File: src/rtl/perst_link_pkg.sv
package perst_link_pkg;

    typedef enum logic [2:0] {
        ST_IDLE   = 3'd0,
        ST_HOLD   = 3'd1,
        ST_SETTLE = 3'd2,
        ST_SAMPLE = 3'd3,
        ST_WAIT   = 3'd4,
        ST_UP     = 3'd5,
        ST_FAIL   = 3'd6
    } seq_state_t;

    localparam int CTRL_W = 3;

    // reset-control drive values
    localparam logic [CTRL_W-1:0] CTRL_ASSERTED = 3'b000;
    localparam logic [CTRL_W-1:0] CTRL_RELEASED = 3'b001;

    function automatic int max3(input int a, input int b, input int c);
        int m;
        m = (a > b) ? a : b;
        return (m > c) ? m : c;
    endfunction

endpackage

File: src/rtl/perst_tick_timer.sv
module perst_tick_timer #(
    parameter int TW = 8
) (
    input  logic          clk,
    input  logic          rst_n,
    input  logic          tick_i,
    input  logic          load_i,
    input  logic [TW-1:0] load_val_i,
    output logic          done_o
);
    logic [TW-1:0] remain_q;
    logic          active_q;

    // expires on the load_val-th tick after the load
    assign done_o = active_q && tick_i && (remain_q == '0);

    always_ff @(posedge clk or negedge rst_n) begin
        if (!rst_n) begin
            remain_q <= '0;
            active_q <= 1'b0;
        end else if (load_i) begin
            remain_q <= load_val_i - 1'b1;
            active_q <= 1'b1;
        end else if (done_o) begin
            active_q <= 1'b0;
        end else if (active_q && tick_i) begin
            remain_q <= remain_q - 1'b1;
        end
    end

endmodule

File: src/rtl/perst_status_sync.sv
module perst_status_sync #(
    parameter int W = 32
) (
    input  logic         clk,
    input  logic         rst_n,
    input  logic [W-1:0] async_i,
    output logic [W-1:0] sync_o
);
    logic [W-1:0] meta_q;
    logic [W-1:0] stable_q;

    generate
        for (genvar b = 0; b < W; b++) begin : g_bit
            always_ff @(posedge clk or negedge rst_n) begin
                if (!rst_n) begin
                    meta_q[b]   <= 1'b0;
                    stable_q[b] <= 1'b0;
                end else begin
                    meta_q[b]   <= async_i[b];
                    stable_q[b] <= meta_q[b];
                end
            end
        end
    endgenerate

    assign sync_o = stable_q;

endmodule

File: src/rtl/perst_seq_fsm.sv
module perst_seq_fsm
    import perst_link_pkg::*;
#(
    parameter int HOLD_TICKS   = 250,
    parameter int SETTLE_TICKS = 100000,
    parameter int POLL_TICKS   = 1000,
    parameter int POLL_MAX     = 1000,
    parameter int TW           = 17
) (
    input  logic              clk,
    input  logic              rst_n,
    input  logic              start_i,
    input  logic              dla_i,
    input  logic              tmr_done_i,
    output logic              tmr_load_o,
    output logic [TW-1:0]     tmr_val_o,
    output logic [CTRL_W-1:0] ctrl_o,
    output logic              up_o,
    output logic              err_o
);
    localparam int SW = (POLL_MAX > 1) ? $clog2(POLL_MAX) : 1;
    localparam logic [SW-1:0] LAST_SAMPLE = SW'(POLL_MAX - 1);

    seq_state_t    state_q, state_n;
    logic [SW-1:0] samp_q;
    logic          samp_clr, samp_inc;

    // next-state and timer control
    always_comb begin
        state_n    = state_q;
        tmr_load_o = 1'b0;
        tmr_val_o  = TW'(HOLD_TICKS);
        samp_clr   = 1'b0;
        samp_inc   = 1'b0;
        unique case (state_q)
            ST_IDLE, ST_UP, ST_FAIL: begin
                if (start_i) begin
                    state_n    = ST_HOLD;
                    tmr_load_o = 1'b1;
                    tmr_val_o  = TW'(HOLD_TICKS);
                end
            end
            ST_HOLD: begin
                if (tmr_done_i) begin
                    state_n    = ST_SETTLE;
                    tmr_load_o = 1'b1;
                    tmr_val_o  = TW'(SETTLE_TICKS);
                    samp_clr   = 1'b1;
                end
            end
            ST_SETTLE: begin
                if (tmr_done_i) state_n = ST_SAMPLE;
            end
            ST_SAMPLE: begin
                if (dla_i) begin
                    state_n = ST_UP;
                end else if (samp_q == LAST_SAMPLE) begin
                    state_n = ST_FAIL;
                end else begin
                    state_n    = ST_WAIT;
                    tmr_load_o = 1'b1;
                    tmr_val_o  = TW'(POLL_TICKS);
                    samp_inc   = 1'b1;
                end
            end
            ST_WAIT: begin
                if (tmr_done_i) state_n = ST_SAMPLE;
            end
            default: state_n = ST_IDLE;
        endcase
    end

    // state register
    always_ff @(posedge clk or negedge rst_n) begin
        if (!rst_n) begin
            state_q <= ST_IDLE;
            samp_q  <= '0;
        end else begin
            state_q <= state_n;
            if (samp_clr)      samp_q <= '0;
            else if (samp_inc) samp_q <= samp_q + 1'b1;
        end
    end

    // registered outputs
    always_ff @(posedge clk or negedge rst_n) begin
        if (!rst_n) begin
            ctrl_o <= CTRL_ASSERTED;
            up_o   <= 1'b0;
            err_o  <= 1'b0;
        end else begin
            unique case (state_n)
                ST_HOLD:                                  ctrl_o <= CTRL_ASSERTED;
                ST_SETTLE, ST_SAMPLE, ST_WAIT, ST_UP, ST_FAIL: ctrl_o <= CTRL_RELEASED;
                default:                                  ctrl_o <= ctrl_o;
            endcase
            up_o  <= (state_n == ST_UP);
            err_o <= (state_n == ST_FAIL);
        end
    end

endmodule

File: src/rtl/perst_link_ctrl.sv
module perst_link_ctrl
    import perst_link_pkg::*;
#(
    parameter int STAT_W       = 32,
    parameter int DLA_BIT      = 2,
    parameter int HOLD_TICKS   = 250,
    parameter int SETTLE_TICKS = 100000,
    parameter int POLL_TICKS   = 1000,
    parameter int POLL_MAX     = 1000
) (
    input  logic              clk,
    input  logic              rst_n,
    input  logic              start_i,
    input  logic              tick_i,
    input  logic [STAT_W-1:0] link_stat_i,
    output logic [2:0]        rst_ctrl_o,
    output logic              link_up_o,
    output logic              link_err_o
);
    localparam int MAX_IVL = max3(HOLD_TICKS, SETTLE_TICKS, POLL_TICKS);
    localparam int TW      = $clog2(MAX_IVL + 1);

    logic [STAT_W-1:0] stat_sync;
    logic              tmr_load, tmr_done;
    logic [TW-1:0]     tmr_val;

    perst_status_sync #(.W(STAT_W)) u_sync (
        .clk     (clk),
        .rst_n   (rst_n),
        .async_i (link_stat_i),
        .sync_o  (stat_sync)
    );

    perst_tick_timer #(.TW(TW)) u_timer (
        .clk        (clk),
        .rst_n      (rst_n),
        .tick_i     (tick_i),
        .load_i     (tmr_load),
        .load_val_i (tmr_val),
        .done_o     (tmr_done)
    );

    perst_seq_fsm #(
        .HOLD_TICKS   (HOLD_TICKS),
        .SETTLE_TICKS (SETTLE_TICKS),
        .POLL_TICKS   (POLL_TICKS),
        .POLL_MAX     (POLL_MAX),
        .TW           (TW)
    ) u_fsm (
        .clk        (clk),
        .rst_n      (rst_n),
        .start_i    (start_i),
        .dla_i      (stat_sync[DLA_BIT]),
        .tmr_done_i (tmr_done),
        .tmr_load_o (tmr_load),
        .tmr_val_o  (tmr_val),
        .ctrl_o     (rst_ctrl_o),
        .up_o       (link_up_o),
        .err_o      (link_err_o)
    );

endmodule

File: config.mk
export PLATFORM = sky130hd
export DESIGN_NAME = perst_link_ctrl
export DESIGN_NICKNAME = d
export VERILOG_FILES = /design/src/rtl/perst_link_pkg.sv /design/src/rtl/perst_tick_timer.sv /design/src/rtl/perst_status_sync.sv /design/src/rtl/perst_seq_fsm.sv /design/src/rtl/perst_link_ctrl.sv
export SDC_FILE = /design/constraint.sdc
export NUM_CORES = 1
export LEC_CHECK = 0
export BUFFER_PORTS_ARGS = -buffer_cell sky130_fd_sc_hd__buf_4
export CELL_PAD_IN_SITES_DETAIL_PLACEMENT = 2
export CELL_PAD_IN_SITES_GLOBAL_PLACEMENT = 2
export CORE_MARGIN = 10
export CORE_UTILIZATION = 33
export DETAILED_ROUTE_END_ITERATION = 6
export PLACE_DENSITY = 0.78
export SLEW_MARGIN = 20
export SYNTH_ARGS = -nofsm -noshare
export SYNTH_HDL_FRONTEND = slang
export SYNTH_SLANG_ARGS = --single-unit
File: constraint.sdc
create_clock -name clk -period 3.7 [get_ports clk]
set_clock_uncertainty 0.15 [all_clocks]
set_input_delay 0.185 -clock clk [delete_from_list [all_inputs] [get_ports clk]]
set_output_delay 0.185 -clock clk [all_outputs]
set_load 0.02 [all_outputs]
==> metrics, run 1 <==
Max VDD drop 131 uV; critical path endpoint category register; final total negative setup slack 0 ps; Area Overhead vs Synth 13.6%; site row count 28; CTS Sinks 36; grt met3 use 2.68%; Tot GR Track Use 12.0%; headroom to the max-slew limit 41.7%; cell count after synthesis 218; CORE AREA 5890 um2; Worst Setup SP u_timer.remain_q[13]; DP HPWL 3920 um; max-slew violation count 0; Static Leak 0.000918 uW; RSZ-0062 raised after global routing false; ratio of cells with drive above 1 in the final layout 13.5%; Worst R2R Setup Slack 300 ps; largest net degree at the start of global routing 37; placed cell areas 2130 um2; Die X 97.8 um; Port Buf Inserts 7; met1 GRT Util 15.5%; crit-path cells or4_1 -> nor4_2 -> and3_1 -> nor3_1 -> buf_4 -> nand2_1 -> ha_1 -> nand2_1 -> nor2_2 -> nand4_1 -> mux2_2 -> nor3_1; Post-synth EDFFs 0; period utilization 92.0%; Most used DFF post-synth dfrtp_1; Vias 1652; busiest grt layer met2; Cell Area, Synth 2000 um2; grt total ovfl 0; max incr delay on CP 600 ps; Antenna Cells 0; WS Path Type register to register; Die Height 97.8 um; ANT nets after route 0; WL/cell 17.9 um; Initial Util 33.9%; post-synthesis async set-or-reset flop share 100%; worst hold margin 5.69 ps; CTS buffer count 5; Critical Path Start Type register; H-tree depth reported by CTS 2; Netlist cell types 49; yosys warns 0; worst skew pair latency 300 ps; RePlAce Congestion 0.774; Avg Inst Size Synth 9.16 um2; reg2reg start u_timer.remain_q[13]; sequential area share after synthesis 45.1%; Bufs on Longest Clock Path 2; CTS root buffer clkbuf_8; clock-pin slew on the worst setup and hold paths 80 ps; die area 9560 um2; Hold Vio Cnt, Final 0; Slew @ Worst Pin 874 ps; Max Clk Rate 0.294 GHz; status complete, no violations; TritonCTS clock tree done; endpoints failing setup 0; IO Count 41; initial antenna violation count 0; WP data arrival 3470 ps; hold depth 2; min Tclk post-route 3400 ps; max-cap viol count 0; synthesis-stage register bit count 36; PD cells 450 nW/um2; DR vias/cell 5.43; First DRT Iteration DRCs 83; first-pass GRT wire length 9540 um; drc violations 0; slowest CP cell or4_1; Pre-antenna DRT Iters 4; post-route cell area 2270 um2; vias in the first global route 1809; Worst EP required 3770 ps; Layout Nets 266; R2R depth 12; HP Start start_i; WL final 5450 um; Hold Path Class input port to register; crit-path max FO 7; met2 GRT Util 19.0%
[worst max-delay path: cells and delay by family, from the launching register on]
kind          cells  cell delay (ps)
simple gates      9             2040
mux               1              320
buf+inv           1              180
fa+ha+maj         1              200
flops             1              430
[through the flow]
stage,setup slack (ps),utilization [%],std cells,power (uW)
final,297,38.5,304,1020
after global routing,23.7,38.5,304,1090
after CTS,212,38.4,304,1030
after detailed placement,277,36.2,294,678
after global placement,361,36.2,294,666
after floorplan,501,-,219,617
[state kept, by name, indices dropped and copies added (netlist names)]
signal,flops
u_fsm.samp_q,10
u_sync.sync_o,1
u_fsm.err_o,1
u_timer.remain_q,17
u_fsm.state_q,3
u_sync.meta_q,1
u_fsm.ctrl_o,1
u_timer.active_q,1
u_fsm.up_o,1
[cell usage after synthesis (2+ instances only)]
cell type,n,area share [%]
nand4b_1,2,0.88
dfrtp_1,36,45
a21oi_1,8,2.0
and2_1,3,0.94
nor3_1,8,2.0
o21ai_0,3,0.75
nand4_1,4,1.3
xor2_1,7,3.1
inv_1,3,0.56
buf_2,6,1.5
nor2b_1,2,0.63
nand2_1,32,6.0
or3_1,3,0.94
nand2b_1,3,0.94
nor2_1,23,4.3
nand3_1,11,2.8
o41ai_1,2,0.88
nand3b_1,2,0.75
clkbuf_1,6,1.1
mux2i_1,2,1.0
a211oi_1,2,0.75
or4_1,2,0.75
buf_4,2,0.75
ha_1,2,1.3
o31ai_1,2,0.75
xnor2_1,13,5.7
nor4_1,6,1.9
and3_1,2,0.63
[power by group]
group / total, uW / internal [uW] / switching (uW)
Sequential: 486 / 437 / 49.2
Combinational: 186 / 82.7 / 103
Clock: 349 / 200 / 149
Total: 1020 / 719 / 301
[final cells by class]
class,instances,area (um2)
inverter,3,11.3
fill,665,3620
multi-input combinational,166,1030
clock inverter,2,35.0
tap,75,93.8
timing repair buffer,16,125
clock buffer,6,72.6
sequential,36,901
[cell usage in the layout (no fill, tap or decap), types with 2 or more instances in the layout]
master         instances
dlygate4sd3_1          2
and2_1                 3
clkbuf_8               5
xor2_1                 7
nor2_1                22
nor4_2                 2
xnor2_1               13
o31ai_1                2
or3_1                  3
nor3_1                 8
a211oi_1               2
ha_1                   2
nand2_1               32
conb_1                 2
or4_1                  2
and3_1                 2
a21oi_1                8
nand3b_1               2
o21ai_0                3
o41ai_1                2
inv_1                  3
nor4_1                 5
nor2b_1                2
nand2b_1               3
nand4b_1               2
nand3_1               11
buf_4                 14
mux2i_1                2
nand4_1                4
dfrtp_1               36
[cells by family (layout without fill, tap and decap cells)]
logic type | after synthesis | count (layout) | share of synthesized area (%)
adders and majority gates | 2 | 2 | 1.25
muxes | 4 | 4 | 2.69
AOI/OAI and AO/OA | 28 | 28 | 9.84
DFF | 36 | 36 | 45.1
xor gates and xnor gates | 20 | 20 | 8.77
other | 1 | 2 | 0.188
and+or+nand+nor | 110 | 110 | 28.2
buffers and inverters | 17 | 27 | 3.95
[routing by layer]
metal	vias to the layer above	part of all wire [%]
met3	6	2.1
met1	852	47
li1	780	-
met2	14	49
met4	0	1.6
met5	-	0
[what timing repair did]
item	in CTS	in global routing
hold buffers	2	0
setup endpoints to repair	0	3
gates resized for setup	0	2
setup buffers	0	0
hold endpoints to repair	37	0
[worst paths after layout]
check | end
max | u_timer.remain_q[14]
min | u_fsm.err_o
max reg2reg | u_timer.remain_q[14]
min reg2reg | u_sync.sync_o[2]
max in group asynchronous | u_fsm.samp_q[1]
min in group asynchronous | u_timer.remain_q[7]
Power figures use the tool's default switching activity.
==> run 2, diff against run 1 <==
--- a/config.mk
+++ b/config.mk
@@ -10,3 +10,3 @@
 export CELL_PAD_IN_SITES_GLOBAL_PLACEMENT = 2
-export CORE_MARGIN = 10
+export CORE_MARGIN = 2
 export CORE_UTILIZATION = 33
==> constraint.sdc (replaced) <==
create_clock -name clk -period 3.7 [get_ports clk]
set_clock_uncertainty 0.15 [all_clocks]
set_input_delay 1.11 -clock clk [delete_from_list [all_inputs] [get_ports clk]]
set_output_delay 1.11 -clock clk [all_outputs]
set_load 0.02 [all_outputs]
==> run 2 against run 1 <==
Cell count fell by 0.33%. Via count down 0.85%. Non-clock buffer count down 1. Sequential power is essentially flat. Die area fell by 30%. Sequential share of layout area grew 0.40 points. Critical path type unchanged.
==> metrics, run 2 (synthesis gave the netlist of run 1 again) <==
max incr delay on CP 620 ps; Hold Path Class register to register; TritonCTS clock tree done; fin cells 303; cts hold-fix bufs 0; HP Start u_sync.meta_q[2]; commonest non-fill, non-tap cells in the layout 36 x dfrtp_1, 31 x nand2_1, 22 x nor2_1; post-CTS setup buffers 0; period utilization 92.2%; commonest non-fill, non-tap cell in the layout dfrtp_1; CTS root buffer clkbuf_8; reg2reg start u_timer.remain_q[13]; CORE AREA 5890 um2; grt total ovfl 0; drc violations 0; Worst EP required 3740 ps; ratio of cells with drive above 1 in the final layout 14.5%; RSZ-0062 raised after global routing false; WL/cell 17.3 um; R2R depth 12; RePlAce Congestion 0.818; post-route cell area 2250 um2; DR vias/cell 5.41; Static Leak 0.000913 uW; Most flops, register u_timer.remain_q; Pre-antenna DRT Iters 4; initial antenna violation count 0; min Tclk post-route 3410 ps; Initial Util 33.9%; Critical Path Start Type register; H-tree depth reported by CTS 2; WP data arrival 3460 ps; final total negative setup slack 0 ps; Bufs on Longest Clock Path 2; clock-pin slew on the worst setup and hold paths 80 ps; hold path endpoint u_sync.sync_o[2]; CP most frequent cell nor3_1; status complete, no violations; First DRT Iteration DRCs 47; family with the most delay on the worst path simple AND/OR/NAND/NOR gates; placed cell areas 2140 um2; Die Height 81.8 um; max-cap viol count 0; CTS Sinks 36; crit-path max FO 12; vias in the first global route 1759; Hold Vio Cnt, Final 0; Die X 81.8 um; max-slew violation count 0; slowest CP cell or4_1; Worst R2R Setup Slack 290 ps; Vias 1638; endpoints failing setup 0; DP HPWL 3790 um; Worst Path Buf+Inv 1; WS Path Type register to register; Antenna Cells 0; site row count 28; Regs by FF count u_timer.remain_q x17, u_fsm.samp_q x10, u_fsm.state_q x3; Area Overhead vs Synth 12.5%; first-pass GRT wire length 8800 um; critical path endpoint category register; die area 6690 um2; largest net degree at the start of global routing 37; Placed Cells 295; CTS buffer count 5; Max Clk Rate 0.293 GHz; PD cells 432 nW/um2; Tot GR Track Use 17.2%; max FFs per register 17; Layout Nets 265; ANT nets after route 0; WL final 5240 um; Reg2Reg Capture Point u_timer.remain_q[14]; Port Buf Inserts 7; worst skew pair latency 290 ps; Resize count post-CTS 0; Max VDD drop 153 uV; hold depth 0; crit-path cells or4_1 -> nor4_4 -> and3_1 -> nor3_1 -> buf_4 -> a21oi_1 -> ha_1 -> nand2_2 -> nor2_2 -> nand4_1 -> mux2_2 -> nor3_1; IO Count 41
## run 2: worst max path at each step
stage | from | to | slack, ps | depth (start not counted)
floorplan | start_i | u_timer.remain_q[14] | 390 | 12
global placement | u_timer.remain_q[13] | u_timer.remain_q[14] | 300 | 12
detailed placement | u_timer.remain_q[13] | u_timer.remain_q[14] | 140 | 12
CTS | u_timer.remain_q[13] | u_timer.remain_q[14] | 130 | 12
global route | u_timer.remain_q[13] | u_timer.remain_q[14] | 30 | 12
finish | u_timer.remain_q[13] | u_timer.remain_q[14] | 290 | 12
## run 2: final cells by class
class | count | area [um2]
clock buffer | 6 | 82.6
clock inverter | 2 | 10.0
fill | 673 | 3640
inverter | 3 | 11.3
multi-input combinational | 166 | 1030
sequential | 36 | 901
tap | 75 | 93.8
timing repair buffer | 15 | 113
## run 2: where the power goes
part	internal [uW]	total (uW)	switching, uW	leakage, uW
clock network	149	296	147	0.0000510
logic	84.9	188	103	0.000425
registers	437	486	49.7	0.000437
## run 2: worst reg2reg max path, stage by stage, from the launching register on
cell     delay, ps
dfrtp_1        430
or4_1          620
nor4_4         320
and3_1         230
nor3_1          50
buf_4          180
a21oi_1        170
ha_1           270
nand2_2        130
nor2_2         160
nand4_1        130
mux2_2         300
nor3_1         160
## run 2: per-stage QoR
step                      worst slack [ps]  power [uW]  util (%)  hold slack (ps)
after floorplan                        391         617         -              181
after global placement                 305         667      36.4              184
after detailed placement               143         680      36.4              208
after CTS                              132         980      37.9              223
after global routing                  26.4        1030      38.2              223
final                                  287         970      38.2              213
## run 2: metal layers
layer  vias to the layer above  global-route usage [%]  wire length, um
li1                        775                       -                -
met1                       843                    21.8             2440
met2                        14                    30.1             2650
met3                         6                    2.42               89
met4                         0                    5.83               70
met5                         -                       0                0
